## src/rtl/cmdrx_pkg.sv

```systemverilog
package cmdrx_pkg;

  // Lane positions of the serial pins inside the synchronizer vector
  localparam int LANE_FS = 0;
  localparam int LANE_CK = 1;
  localparam int LANE_DI = 2;
  localparam int LANES   = 3;

  typedef enum logic [1:0] {
    FR_IDLE  = 2'd0,
    FR_SHIFT = 2'd1,
    FR_DONE  = 2'd2
  } fr_state_e;

endpackage

```

## src/rtl/cmdrx_pin_sync.sv

```systemverilog
module cmdrx_pin_sync #(
  parameter int               LANES   = 3,
  parameter int               STAGES  = 2,
  parameter logic [LANES-1:0] RST_VAL = '0
) (
  input  logic             clk,
  input  logic             rst_n,
  input  logic [LANES-1:0] pin_i,
  output logic [LANES-1:0] lvl_o
);

  for (genvar g = 0; g < LANES; g++) begin : g_lane
    logic [STAGES-1:0] chain_q;
    logic [STAGES-1:0] chain_d;

    always_comb begin
      chain_d = {chain_q[STAGES-2:0], pin_i[g]};
    end

    always_ff @(posedge clk or negedge rst_n) begin
      if (!rst_n) chain_q <= {STAGES{RST_VAL[g]}};
      else        chain_q <= chain_d;
    end

    assign lvl_o[g] = chain_q[STAGES-1];
  end

endmodule

```

## src/rtl/cmdrx_edge.sv

```systemverilog
module cmdrx_edge #(
  parameter logic RST_VAL = 1'b0
) (
  input  logic clk,
  input  logic rst_n,
  input  logic lvl_i,
  output logic rise_o,
  output logic fall_o
);

  logic prev_q;

  always_ff @(posedge clk or negedge rst_n) begin
    if (!rst_n) prev_q <= RST_VAL;
    else        prev_q <= lvl_i;
  end

  assign rise_o = lvl_i & ~prev_q;
  assign fall_o = ~lvl_i & prev_q;

endmodule

```

## src/rtl/cmdrx_framer.sv

```systemverilog
module cmdrx_framer
  import cmdrx_pkg::*;
#(
  parameter int FRAME_W = 24
) (
  input  logic               clk,
  input  logic               rst_n,
  input  logic               daisy_i,
  input  logic               din_i,
  input  logic               fs_low_i,
  input  logic               fs_fall_i,
  input  logic               fs_rise_i,
  input  logic               ck_fall_i,
  input  logic               ck_rise_i,
  output logic               stb_o,
  output logic [FRAME_W-1:0] word_o,
  output logic               dout_o
);

  localparam int              CNT_W    = $clog2(FRAME_W + 1);
  localparam logic [CNT_W-1:0] CNT_FULL = CNT_W'(FRAME_W);
  localparam logic [CNT_W-1:0] CNT_LAST = CNT_W'(FRAME_W - 1);

  fr_state_e          state_q, state_d;
  logic [CNT_W-1:0]   cnt_q, cnt_d;
  logic [FRAME_W-1:0] shreg_q, shreg_d, shifted;
  logic [FRAME_W-1:0] word_q;
  logic               shreg_en, word_en;
  logic               stb_q, stb_d;
  logic               dout_q, dout_d;

  // Next-state logic
  always_comb begin
    state_d  = state_q;
    cnt_d    = cnt_q;
    shreg_d  = shreg_q;
    shreg_en = 1'b0;
    word_en  = 1'b0;
    stb_d    = 1'b0;
    dout_d   = dout_q;
    shifted  = {shreg_q[FRAME_W-2:0], din_i};

    if (!daisy_i) begin
      // Counted framing: exactly FRAME_W bits after a sync fall
      dout_d = 1'b0;
      unique case (state_q)
        FR_IDLE, FR_DONE: begin
          if (fs_fall_i) begin
            state_d = FR_SHIFT;
            cnt_d   = '0;
          end
        end
        FR_SHIFT: begin
          if (ck_fall_i) begin
            shreg_d  = shifted;
            shreg_en = 1'b1;
            cnt_d    = cnt_q + 1'b1;
            if (cnt_q == CNT_LAST) begin
              word_en = 1'b1;
              stb_d   = 1'b1;
              state_d = FR_DONE;
            end
          end
        end
        default: state_d = FR_IDLE;
      endcase
    end else begin
      // Chained framing: shift while sync low, capture on sync rise
      if (fs_fall_i) begin
        state_d  = FR_SHIFT;
        cnt_d    = '0;
        shreg_d  = '0;
        shreg_en = 1'b1;
      end else if (state_q == FR_SHIFT) begin
        if (fs_rise_i) begin
          state_d = FR_IDLE;
          if (cnt_q == CNT_FULL) begin
            word_en = 1'b1;
            stb_d   = 1'b1;
          end
        end else if (fs_low_i && ck_fall_i) begin
          shreg_d  = shifted;
          shreg_en = 1'b1;
          if (cnt_q != CNT_FULL) cnt_d = cnt_q + 1'b1;
        end
      end
      if (ck_rise_i) dout_d = shreg_q[FRAME_W-1];
    end
  end

  // Registers
  always_ff @(posedge clk or negedge rst_n) begin
    if (!rst_n) begin
      state_q <= FR_IDLE;
      cnt_q   <= '0;
      stb_q   <= 1'b0;
      dout_q  <= 1'b0;
    end else begin
      state_q <= state_d;
      cnt_q   <= cnt_d;
      stb_q   <= stb_d;
      dout_q  <= dout_d;
    end
  end

  always_ff @(posedge clk or negedge rst_n) begin
    if (!rst_n)        shreg_q <= '0;
    else if (shreg_en) shreg_q <= shreg_d;
  end

  // In standalone mode the captured word is the freshly shifted value,
  // in chained mode it is the shift register as it stands at sync rise.
  always_ff @(posedge clk or negedge rst_n) begin
    if (!rst_n)       word_q <= '0;
    else if (word_en) word_q <= daisy_i ? shreg_q : shifted;
  end

  assign stb_o  = stb_q;
  assign word_o = word_q;
  assign dout_o = dout_q;


  stb_pulse_chk: assert property (@(posedge clk) disable iff (!rst_n)
    stb_q |=> !stb_q);


  daisy_capture_chk: assert property (@(posedge clk) disable iff (!rst_n)
    (stb_q && $past(daisy_i)) |-> $past(fs_rise_i));


  solo_capture_chk: assert property (@(posedge clk) disable iff (!rst_n)
    (stb_q && !$past(daisy_i)) |-> $past(ck_fall_i));


  dout_hold_chk: assert property (@(posedge clk) disable iff (!rst_n)
    ($past(daisy_i) && daisy_i && !$past(ck_rise_i)) |-> $stable(dout_q));


  cnt_cap_chk: assert property (@(posedge clk) disable iff (!rst_n)
    cnt_q <= CNT_FULL);

endmodule

```

## src/rtl/cmd_deserializer.sv

```systemverilog
module cmd_deserializer
  import cmdrx_pkg::*;
#(
  parameter int SEL_W       = 2,
  parameter int ADDR_W      = 8,
  parameter int DATA_W      = 14,
  parameter int SYNC_STAGES = 2
) (
  input  logic              clk,
  input  logic              rst_n,
  input  logic              daisy_en,
  input  logic              fsync_n,
  input  logic              sclk,
  input  logic              sdi,
  output logic              sdo,
  output logic              cmd_valid,
  output logic [SEL_W-1:0]  cmd_sel,
  output logic [ADDR_W-1:0] cmd_addr,
  output logic [DATA_W-1:0] cmd_data
);

  localparam int FRAME_W = SEL_W + ADDR_W + DATA_W;
  localparam logic [LANES-1:0] PIN_IDLE = LANES'(3'b011);

  // Reset: asserted asynchronously, released on a clock edge
  logic [1:0] rst_pipe_q;
  logic       rst_int_n;

  always_ff @(posedge clk or negedge rst_n) begin
    if (!rst_n) rst_pipe_q <= 2'b00;
    else        rst_pipe_q <= {rst_pipe_q[0], 1'b1};
  end
  assign rst_int_n = rst_pipe_q[1];

  logic [LANES-1:0] pins, lvl;
  logic             fs_rise, fs_fall, ck_rise, ck_fall;
  logic [FRAME_W-1:0] word;

  always_comb begin
    pins          = '0;
    pins[LANE_FS] = fsync_n;
    pins[LANE_CK] = sclk;
    pins[LANE_DI] = sdi;
  end

  cmdrx_pin_sync #(
    .LANES  (LANES),
    .STAGES (SYNC_STAGES),
    .RST_VAL(PIN_IDLE)
  ) u_sync (
    .clk  (clk),
    .rst_n(rst_int_n),
    .pin_i(pins),
    .lvl_o(lvl)
  );

  cmdrx_edge #(.RST_VAL(PIN_IDLE[LANE_FS])) u_fs_edge (
    .clk   (clk),
    .rst_n (rst_int_n),
    .lvl_i (lvl[LANE_FS]),
    .rise_o(fs_rise),
    .fall_o(fs_fall)
  );

  cmdrx_edge #(.RST_VAL(PIN_IDLE[LANE_CK])) u_ck_edge (
    .clk   (clk),
    .rst_n (rst_int_n),
    .lvl_i (lvl[LANE_CK]),
    .rise_o(ck_rise),
    .fall_o(ck_fall)
  );

  cmdrx_framer #(.FRAME_W(FRAME_W)) u_framer (
    .clk      (clk),
    .rst_n    (rst_int_n),
    .daisy_i  (daisy_en),
    .din_i    (lvl[LANE_DI]),
    .fs_low_i (~lvl[LANE_FS]),
    .fs_fall_i(fs_fall),
    .fs_rise_i(fs_rise),
    .ck_fall_i(ck_fall),
    .ck_rise_i(ck_rise),
    .stb_o    (cmd_valid),
    .word_o   (word),
    .dout_o   (sdo)
  );

  // field order inside the word, first bit received at the top
  assign cmd_sel  = word[FRAME_W-1 -: SEL_W];
  assign cmd_addr = word[DATA_W +: ADDR_W];
  assign cmd_data = word[DATA_W-1:0];


  fields_hold_chk: assert property (@(posedge clk) disable iff (!rst_int_n)
    !cmd_valid |-> $stable(word));

endmodule

```

## config.mk

```make
export PLATFORM = sky130hd
export DESIGN_NAME = cmd_deserializer
export DESIGN_NICKNAME = d
export VERILOG_FILES = /design/src/rtl/cmdrx_pkg.sv /design/src/rtl/cmdrx_pin_sync.sv /design/src/rtl/cmdrx_edge.sv /design/src/rtl/cmdrx_framer.sv /design/src/rtl/cmd_deserializer.sv
export SDC_FILE = /design/constraint.sdc
export NUM_CORES = 1
export LEC_CHECK = 0
export ABC_AREA = 0
export BUFFER_PORTS_ARGS = -buffer_cell sky130_fd_sc_hd__clkbuf_2
export CAP_MARGIN = 25
export CORE_MARGIN = 3
export CORE_UTILIZATION = 62
export DETAILED_ROUTE_END_ITERATION = 16
export PLACE_DENSITY_LB_ADDON = 0.05
export SETUP_SLACK_MARGIN = 0.1
export SLEW_MARGIN = 30
export SYNTH_ARGS = -nofsm -noshare
export SYNTH_HDL_FRONTEND = slang
export SYNTH_SLANG_ARGS = --single-unit
```

## constraint.sdc

```tcl
create_clock -name clk -period 5.1 [get_ports clk]
set_input_delay 0.765 -clock clk [delete_from_list [all_inputs] [get_ports clk]]
set_output_delay 0.765 -clock clk [all_outputs]
set_load 0.02 [all_outputs]
```

Yosys cells after proc, flatten, opt, wreduce, memory -nomap -nowiden
Cells that the tools add are included.
- output and inout port bits: 26
- input bits: 6
- logic and storage cells: 87
- flip-flop bits (word level): 67
- reduce and logical (&&, ||, !) cells: 10
- bitwise logic cells: 8
- add/sub/neg operators: 1
- muxes and demuxes: 42
- equal/unequal tests: 14
- operator list (cell ; count):
    $mux W24 ; 8
    $mux W5 ; 8
    $mux W1 ; 17
    $mux W2 ; 7
    $ne A3 B1 Y1 const B ; 4
    $eq A5 B5 Y1 const B ; 2
    $pmux W5 S2 ; 1
    $ne A3 B2 Y1 const B ; 3
    $reduce_and A7 Y1 ; 1
    $reduce_and A6 Y1 ; 1
    $reduce_bool A2 Y1 ; 3
    $add A5 B1 Y5 const B ; 1
    $ne A5 B5 Y1 const B ; 1
    $reduce_and A5 Y1 ; 1
    $and A1 B1 Y1 ; 4
    $not A1 Y1 ; 4
    $pmux W2 S2 ; 1
    $ne A3 B3 Y1 const B ; 1
    $reduce_bool A3 Y1 ; 1
    $eq A2 B1 Y1 const B ; 1
    $eq A2 B2 Y1 const B ; 1
    $logic_not A2 Y1 ; 1
    $ne A2 B1 Y1 const B ; 1
    $reduce_or A2 Y1 ; 1
    $logic_and A1 B1 Y1 ; 1

Longest topological paths before layout
Gate-level depths: netlist of the first run.
- word-level depth: 9
- gate-level depth with buffers: 9
- depth with buffers taken out: 7

Cells and area by module
From an unflattened synthesis of the first run, not the netlist that was laid out.
- cell total of the unflattened synthesis: 286
- area, all modules: 3118.0 sq um
- by module, submodules not included (module ; times used ; seq. area each (sq um) ; cells an instance ; area each (sq um)):
    cmdrx_framer ; 1 ; 1426.4 ; 267 ; 2800.2
    cmdrx_pin_sync ; 1 ; 155.1 ; 9 ; 177.7
    cmdrx_edge ; 2 ; 26.3 ; 3 ; 41.3
    cmd_deserializer ; 1 ; 50.0 ; 4 ; 57.6

Least setup slack after synthesis of the first run
OpenSTA, ideal clock, no wires.
- path type: input to register
- start: input daisy_en
- end: register u_framer.cnt_q[3]
- path slack: 3099 ps
- required time: 5008 ps
- buffers on the path: 1
- stages on the path: 6
- arrival time: 1909 ps
- cells stage by stage: buf_2 or3b_1 o221ai_2 o2bb2ai_2 or2_4 o31ai_2
- longest elaborated chain between the ends: 2
- elaborated cells between the ends (all ways): 9
- classes of those cells: eq/ne (6); mux (1); reduce/logical (2)
- ends and longest elaborated chain (element ; RTL line ; text):
    start: declaration ; cmd_deserializer.sv:11 ; input logic daisy_en,
    $ne A3 B1 Y1 (no source line) (tied with other cells) ; n/a ;
    $reduce_and A7 Y1 (no source line) ; n/a ;
    end signal: assignment ; cmdrx_framer.sv:100 ; cnt_q <= cnt_d;
    end: declaration ; cmdrx_framer.sv:25 ; logic [CNT_W-1:0] cnt_q, cnt_d;
Parallel ways exist; a longest one is shown, timed or not.
A chain may end at the register's enable or synchronous reset.

Worst setup path in the final report of the first run
- start: input daisy_en
- end: register u_framer.word_q[8], in the netlist u_framer.word_o[8]
- longest elaborated chain between the ends: 1
- elaborated cells between the ends (all ways): 2
- classes of those cells: mux (2)
- ends and longest elaborated chain (element ; RTL line ; text):
    $mux W24 or $mux W1 (tied branches) ; cmdrx_framer.sv:115, cmdrx_framer.sv:43 ;
    end signal: assignment ; cmdrx_framer.sv:115 ; else if (word_en) word_q <= daisy_i ? shreg_q : shifted;
    end: declaration ; cmdrx_framer.sv:27 ; logic [FRAME_W-1:0] word_q;
Parallel ways exist; a longest one is shown, timed or not.

==> results of run 1 <==
[final timing paths]
| path | startpoint | endpoint | slack, ns | cells after the start |
|---|---|---|---|---|
| setup reg to reg | u_framer.cnt_q[0] | u_framer.word_o[8] | 3.03 | 8 |
| hold / removal | rst_pipe_q[1] | u_framer.state_q[0] | 0.21 | 0 |
| setup / recovery | daisy_en | u_framer.word_o[8] | 2.73 | 6 |
| min in group clk | u_sync.g_lane[2].chain_q[0] | u_sync.g_lane[2].chain_q[1] | 0.35 | 0 |
| hold reg to reg | rst_pipe_q[1] | u_framer.state_q[0] | 0.21 | 0 |
| max in group asynchronous | rst_pipe_q[1] | u_fs_edge.prev_q | 3.99 | 1 |
[through the flow]
step	utilization (%)	worst slack (ns)	total power, W	cells
after floorplan	-	3.10	0.000721	284
after global placement	69.4	2.19	0.000748	354
after detailed placement	70.1	2.39	0.000758	355
after CTS	74.7	2.73	0.00121	371
after global routing	74.7	2.54	0.00126	371
final	74.7	2.73	0.00120	371
[logic make-up after synthesis]
kind of cell	count (synthesis)	synth area share, %
AO/OA/AOI/OAI	67	13.4
other	1	0.130
flip-flops	67	58.3
AND/OR/NAND/NOR	99	15.1
multiplexers	25	8.66
buffers and inverters	23	3.51
adder cells (fa/ha/maj)	2	0.866
[routing by layer]
| layer | routed length (µm) | vias up |
|---|---|---|
| met5 | 0 | - |
| met4 | 42 | 0 |
| met3 | 217 | 4 |
| met2 | 2510 | 47 |
| met1 | 2350 | 956 |
| li1 | - | 1016 |
[report_power, final]
part	internal [W]	switching (W)
clock	0.000267	0.000183
sequential	0.000574	0.0000493
combinational	0.0000519	0.0000735
total	0.000893	0.000305
[synth_stat cells (all sizes together)]
cell type and n:
a21oi 1, a221oi 1, and4 1, and4b 1, buf 8, clkbuf 8, conb 1, dfrtp 61
dfstp 6, ha 2, inv 7, mux2i 25, nand2 77, nand2b 4, nand3 2, nand3b 2
nand4b 1, nor2 2, nor2b 4, nor3 1, o211ai 1, o21ai 57, o221ai 1, o2bb2ai 1
o31ai 5, or2 2, or3b 2
[registers in the layout, indices dropped and copies added, names as in the netlist]
| signal | flops |
|---|---|
| rst_pipe_q | 2 |
| u_ck_edge.prev_q | 1 |
| u_framer.cnt_q | 5 |
| u_framer.dout_o | 1 |
| u_framer.shreg_q | 24 |
| u_framer.state_q | 2 |
| u_framer.stb_o | 1 |
| u_framer.word_o | 24 |
| u_fs_edge.prev_q | 1 |
| u_sync.g_lane.chain_q | 6 |
[cell usage in the layout (no fill, tap or decap), types with 3 or more instances in the layout]
master / Yosys / layout
buf_4: 2 / 3
nand2b_1: 4 / 4
o21ai_1: 53 / 53
o21ai_0: 3 / 3
clkbuf_1: 8 / 3
clkbuf_8: 0 / 12
dfrtp_1: 61 / 60
o31ai_1: 3 / 3
nor2b_1: 4 / 4
inv_1: 6 / 6
nand2_1: 77 / 77
clkbuf_2: 0 / 31
mux2i_1: 25 / 25
dfstp_2: 6 / 6
[worst max-delay path, stage by stage]
cell and delay [ns]:
clkbuf_2 0.70, nor3_1 0.21, o21ai_4 0.53, buf_16 0.23, nand2_1 0.07, o21ai_1 0.08
[final cells by class]
type	count	area (µm²)
Tap cell	52	65.1
Clock inverter	1	30.0
Multi-Input combinational cell	194	1110
Fill cell	319	1110
Clock buffer	15	176
Timing Repair Buffer	35	205
Sequential cell	67	1690
Inverter	7	26.3
==> metrics.txt, run 1 <==
met1 usage=between 20 and 30%; Synth top area share=around 53%; Synth area leaders=dfrtp_1 (53%), nand2_1 (10%), o21ai_1 (9.2%); gr ovfl total=0; Post-Syn Area=about 2900 µm²; via/cell ratio=5.45; H-tree depth=3; Site Rows=24; met3 Track Usage GR=between 4 and 5%; Pins Over Slew Limit=0; drt wl/cell=~14 µm; pin count of the biggest net entering global routing=a little under 50; area delta synth->final=14.2%; nets=322; number of setup buffers added after CTS=0; dpl cell area=between 3000 and 4000 µm²; Die Ht=approximately 74 µm; Ports=32; DRC viols=0; vias in the first global route=approximately 1900; fin crit share=46.5%; fraction of final layout cells sized beyond drive strength 1=about a fifth; Total GRT Usage=a little over a fifth; relative slew slack=a little over a third; Clk Latency, worst-skew pair=0.32 ns; max_cap viols=0; mean area per synthesized cell=between 10 and 15 µm²; leakage power=1.54 nW; Yosys warnings=0; Starting Density=65.4%; Final Critical Period=roughly 2.4 ns; VDD IR max=around 180 µV; Num CTS Buffers=9; Critical Path Source Type=primary input; Routed WL=around 5000 µm; Clock Root Buffer=clkbuf_8; final non-filler cell area=3300 µm²; Worst Tran Pin Value=between 0.9 and 1 ns; DR vias=slightly above 2000; Die W=around 74 µm; TritonCTS Sinks=67; Max Clock Freq=422 MHz; post-DP HPWL=between 3000 and 4000 µm; Crit path arrival time=2.61 ns; layer with the highest usage=met2; largest area contributor in the netlist=dfrtp_1; antenna violations before repair=0; Post-Syn Instances=roughly 280; pwr dens=~360 nW/µm²; first-pass GRT wire length=~8600 µm; CTS tree=done; crit path capture type=register; met2 Use GR=31.6%; run status=finished, final reports clean; syn_nets=between 200 and 300; drt first-iter violations=131; Worst-path clk slew=roughly 0.06 ns; IO Port Bufs=31; post-synthesis register bit count=67; Ant. Diodes=0; Clock Skews=0.00616 ns; sequential cell area fraction in the yosys report=roughly three fifths; Cell variety after synth=33; Die ar.=about 5500 µm²; crit-path max FO=34; Hold Crit Class=reg2async; final hold vios=0; hold slack=between 0.2 and 0.25 ns; crit path kind=in2reg; Core Box Area=~4400 µm²; final setup vio count=0; critical path required time=approximately 5.3 ns; Resize count post-CTS=0; TritonRoute pass-1 iters=4; Max clock buf depth=2; Final TNS setup=0 ns; antenna viol nets, final=0; RSZ-0062 raised after global routing=no; CTS hold repair buffers=0; routability cong.=0.801
(Power assumes the default switching activity.)
==> run 2, diff against run 1 <==
--- a/config.mk
+++ b/config.mk
@@ -5,11 +5,11 @@
 export SDC_FILE = /design/constraint.sdc
 export NUM_CORES = 1
 export LEC_CHECK = 0
-export ABC_AREA = 0
+export ABC_AREA = 1
 export BUFFER_PORTS_ARGS = -buffer_cell sky130_fd_sc_hd__clkbuf_2
 export CAP_MARGIN = 25
 export CORE_MARGIN = 3
-export CORE_UTILIZATION = 62
+export CORE_UTILIZATION = 53
 export DETAILED_ROUTE_END_ITERATION = 16
 export PLACE_DENSITY_LB_ADDON = 0.05
 export SETUP_SLACK_MARGIN = 0.1
==> constraint.sdc (replaced) <==
create_clock -name clk -period 2.1 [get_ports clk]
set_input_delay 0.315 -clock clk [delete_from_list [all_inputs] [get_ports clk]]
set_output_delay 0.315 -clock clk [all_outputs]
set_load 0.02 [all_outputs]
==> metrics.txt, run 2 <==
Synth Area in XOR/XNOR=less than 1%; post-synthesis register bit count=67; Ant. Diodes=0; pin count of the biggest net entering global routing=between 40 and 50; Synth async-reset ratio=100%; crit-path max FO=17; post-DP HPWL=roughly 4300 µm; switch share=a little under a third; end of the worst register-to-register path=u_framer.word_o[6]; sequential cell area fraction in the yosys report=between 50% and 60%; dpl cell area=about 3400 µm²; CP endpoint=u_framer.word_o[6]; CTS tree=done; largest family of logic cells by synthesized area=simple AND/OR/NAND/NOR gates; mean area per synthesized cell=a little under 8 µm²; Power Internal=0.00215 W; TritonRoute pass-1 iters=4; largest area contributor in the netlist=dfrtp_1; routability cong.=about 0.87; CP Launch Point=u_framer.cnt_q[0]; Post-Syn Instances=just over 400; Compound-Gate Fraction of Synth Area=about 5.5%; Core Box Area=5680 µm²; RSZ-0062 raised after global routing=no; Post-Synth Simple-Gate Area=between 30% and 40%; Worst Tran Pin Value=0.553 ns; Total GRT Usage=roughly 20%; max_cap viols=0; Clock Skews=roughly 0.0091 ns; Hold Crit Class=in2reg; TritonCTS Sinks=67; Synth area leaders=dfrtp_1 (48%), nand2_1 (23%), nand3_1 (5.9%); IO Port Bufs=31; adder-cell share of the synthesized area=0.782%; Critical Path Source Type=register; run status=finished, final reports clean; Pins Over Slew Limit=0; leakage power=between 1.5 and 2 nW; Max clock buf depth=2; Num CTS Buffers=9; Placed Cells=between 400 and 500; syn_nets=approximately 420; fill cell count=about 520; pwr dens=876 nW/µm²; drt wl/cell=~12 µm; Starting Density=around 56%; Worst-path clk slew=0.07 ns; ys flop type=dfrtp_1; Cell variety after synth=27; final hold vios=0; final non-filler cell total=slightly above 500; Final TNS setup=0 ns; Reg power frac=approximately half; fin crit share=80.8%; synth cell count leaders=nand2_1 (195), dfrtp_1 (61), nand3_1 (38), o21ai_1 (21), nor2_1 (17); final setup vio count=0; Comb pwr share=between 15 and 20%; number of setup buffers added after CTS=0; Die Ht=83.7 µm; critical path required time=2.33 ns; gr ovfl total=0; antenna violations before repair=0; vias in the first global route=2509; Site Rows=27; Synth top area share=between 40% and 50%; Routed WL=about 6400 µm; antenna viol nets, final=0; Clock Root Buffer=clkbuf_8; Max Clock Freq=590 MHz; H-tree depth=3; Clk pwr share=31.8%; Resize count post-CTS=0; first-pass GRT wire length=11400 µm; CTS hold repair buffers=1; count leader, synth=nand2_1; via/cell ratio=around 5; Die W=83.7 µm; final non-filler cell area=3580 µm²; commonest non-fill, non-tap cell in the layout=nand2_1; Clk Latency, worst-skew pair=around 0.34 ns; number of synthesized flops with an enable pin=0; area of the multi-input gates=about 1300 µm²; Yosys warnings=0; DR vias=roughly 2600; fraction of final layout cells sized beyond drive strength 1=between 10% and 20%; DRC viols=0; crit path capture type=register; Ports=32; final core occ=a little over three fifths; Sw Pwr=~0.001 W; relative slew slack=approximately 63%; most frequent cells in the layout=nand2_1 (195), dfrtp_1 (60), nand3_1 (38); nets=between 400 and 500; R2R cell count=7; mux contribution to synthesized area=0%; area delta synth->final=11.7%; FF/Latch Area=1690 µm²; FF-to-FF Start=u_framer.cnt_q[0]; drt first-iter violations=between 150 and 200; worst hold path stage count=1; Crit path arrival time=slightly below 2 ns; Die ar.=~7000 µm²; crit path kind=reg2reg; VDD IR max=approximately 560 µV; Final Critical Period=about 1.7 ns; Post-Syn Area=approximately 3200 µm²; r2r setup slk=slightly above 0.4 ns; hold slack=approximately 0.060 ns
## run 2: area by class of cell
cell class	count	area share, %
Clock buffer	14	4.83
Clock inverter	2	0.280
Inverter	19	1.99
Multi-Input combinational cell	301	36.5
Sequential cell	67	47.1
Tap cell	72	2.52
Timing Repair Buffer	39	6.79
## run 2: worst min-delay path by stage
stage,end,startpoint
floorplan,rst_pipe_q[0],rst_n
global placement,rst_pipe_q[0],rst_n
detailed placement,rst_pipe_q[0],rst_n
CTS,u_sync.g_lane[0].chain_q[0],fsync_n
global route,u_sync.g_lane[0].chain_q[0],fsync_n
finish,u_sync.g_lane[0].chain_q[0],fsync_n
## run 2: power by group through the flow
stage          clock network, W  logic (W)  registers [W]
2_1_floorplan                 0   0.000463        0.00157
4_1_cts                 0.00102   0.000560        0.00158
5_1_grt                 0.00108   0.000657        0.00161
6_report               0.000995   0.000556        0.00158
3_5_place_dp                  0   0.000556        0.00161
3_3_place_gp                  0   0.000545        0.00160
## run 2: per-layer routing
metal | wire length, µm | GRT usage (%) | up-vias
met3 | 265 | 3.65 | 11
met5 | 0 | 0 | -
met4 | 114 | 8.33 | 0
met1 | 3270 | 28.1 | 1204
met2 | 2740 | 30.2 | 54
li1 | - | - | 1338
## run 2: cells by family after synthesis
| logic type | after synthesis |
|---|---|
| and+or+nand+nor | 263 |
| xor gates and xnor gates | 1 |
| other | 1 |
| AOI/OAI and AO/OA | 34 |
| buffers and inverters | 39 |
| adders and majority gates | 2 |
| DFF | 67 |
## run 2: worst max-delay path: stages (launching register included)
cell	delay (ns)
dfrtp_1	0.43
ha_1	0.23
nand2_1	0.10
nor2_1	0.17
nand3_2	0.23
buf_4	0.28
nand3_1	0.09
nand2_1	0.06
## run 2: stage by stage
| stage | total power [W] | setup WS [ns] |
|---|---|---|
| 3_3_place_gp | 0.00214 | 0.538 |
| 3_5_place_dp | 0.00216 | 0.442 |
| 5_1_grt | 0.00334 | 0.172 |
| 4_1_cts | 0.00316 | 0.387 |
| 6_report | 0.00313 | 0.404 |
| 2_1_floorplan | 0.00204 | 0.107 |
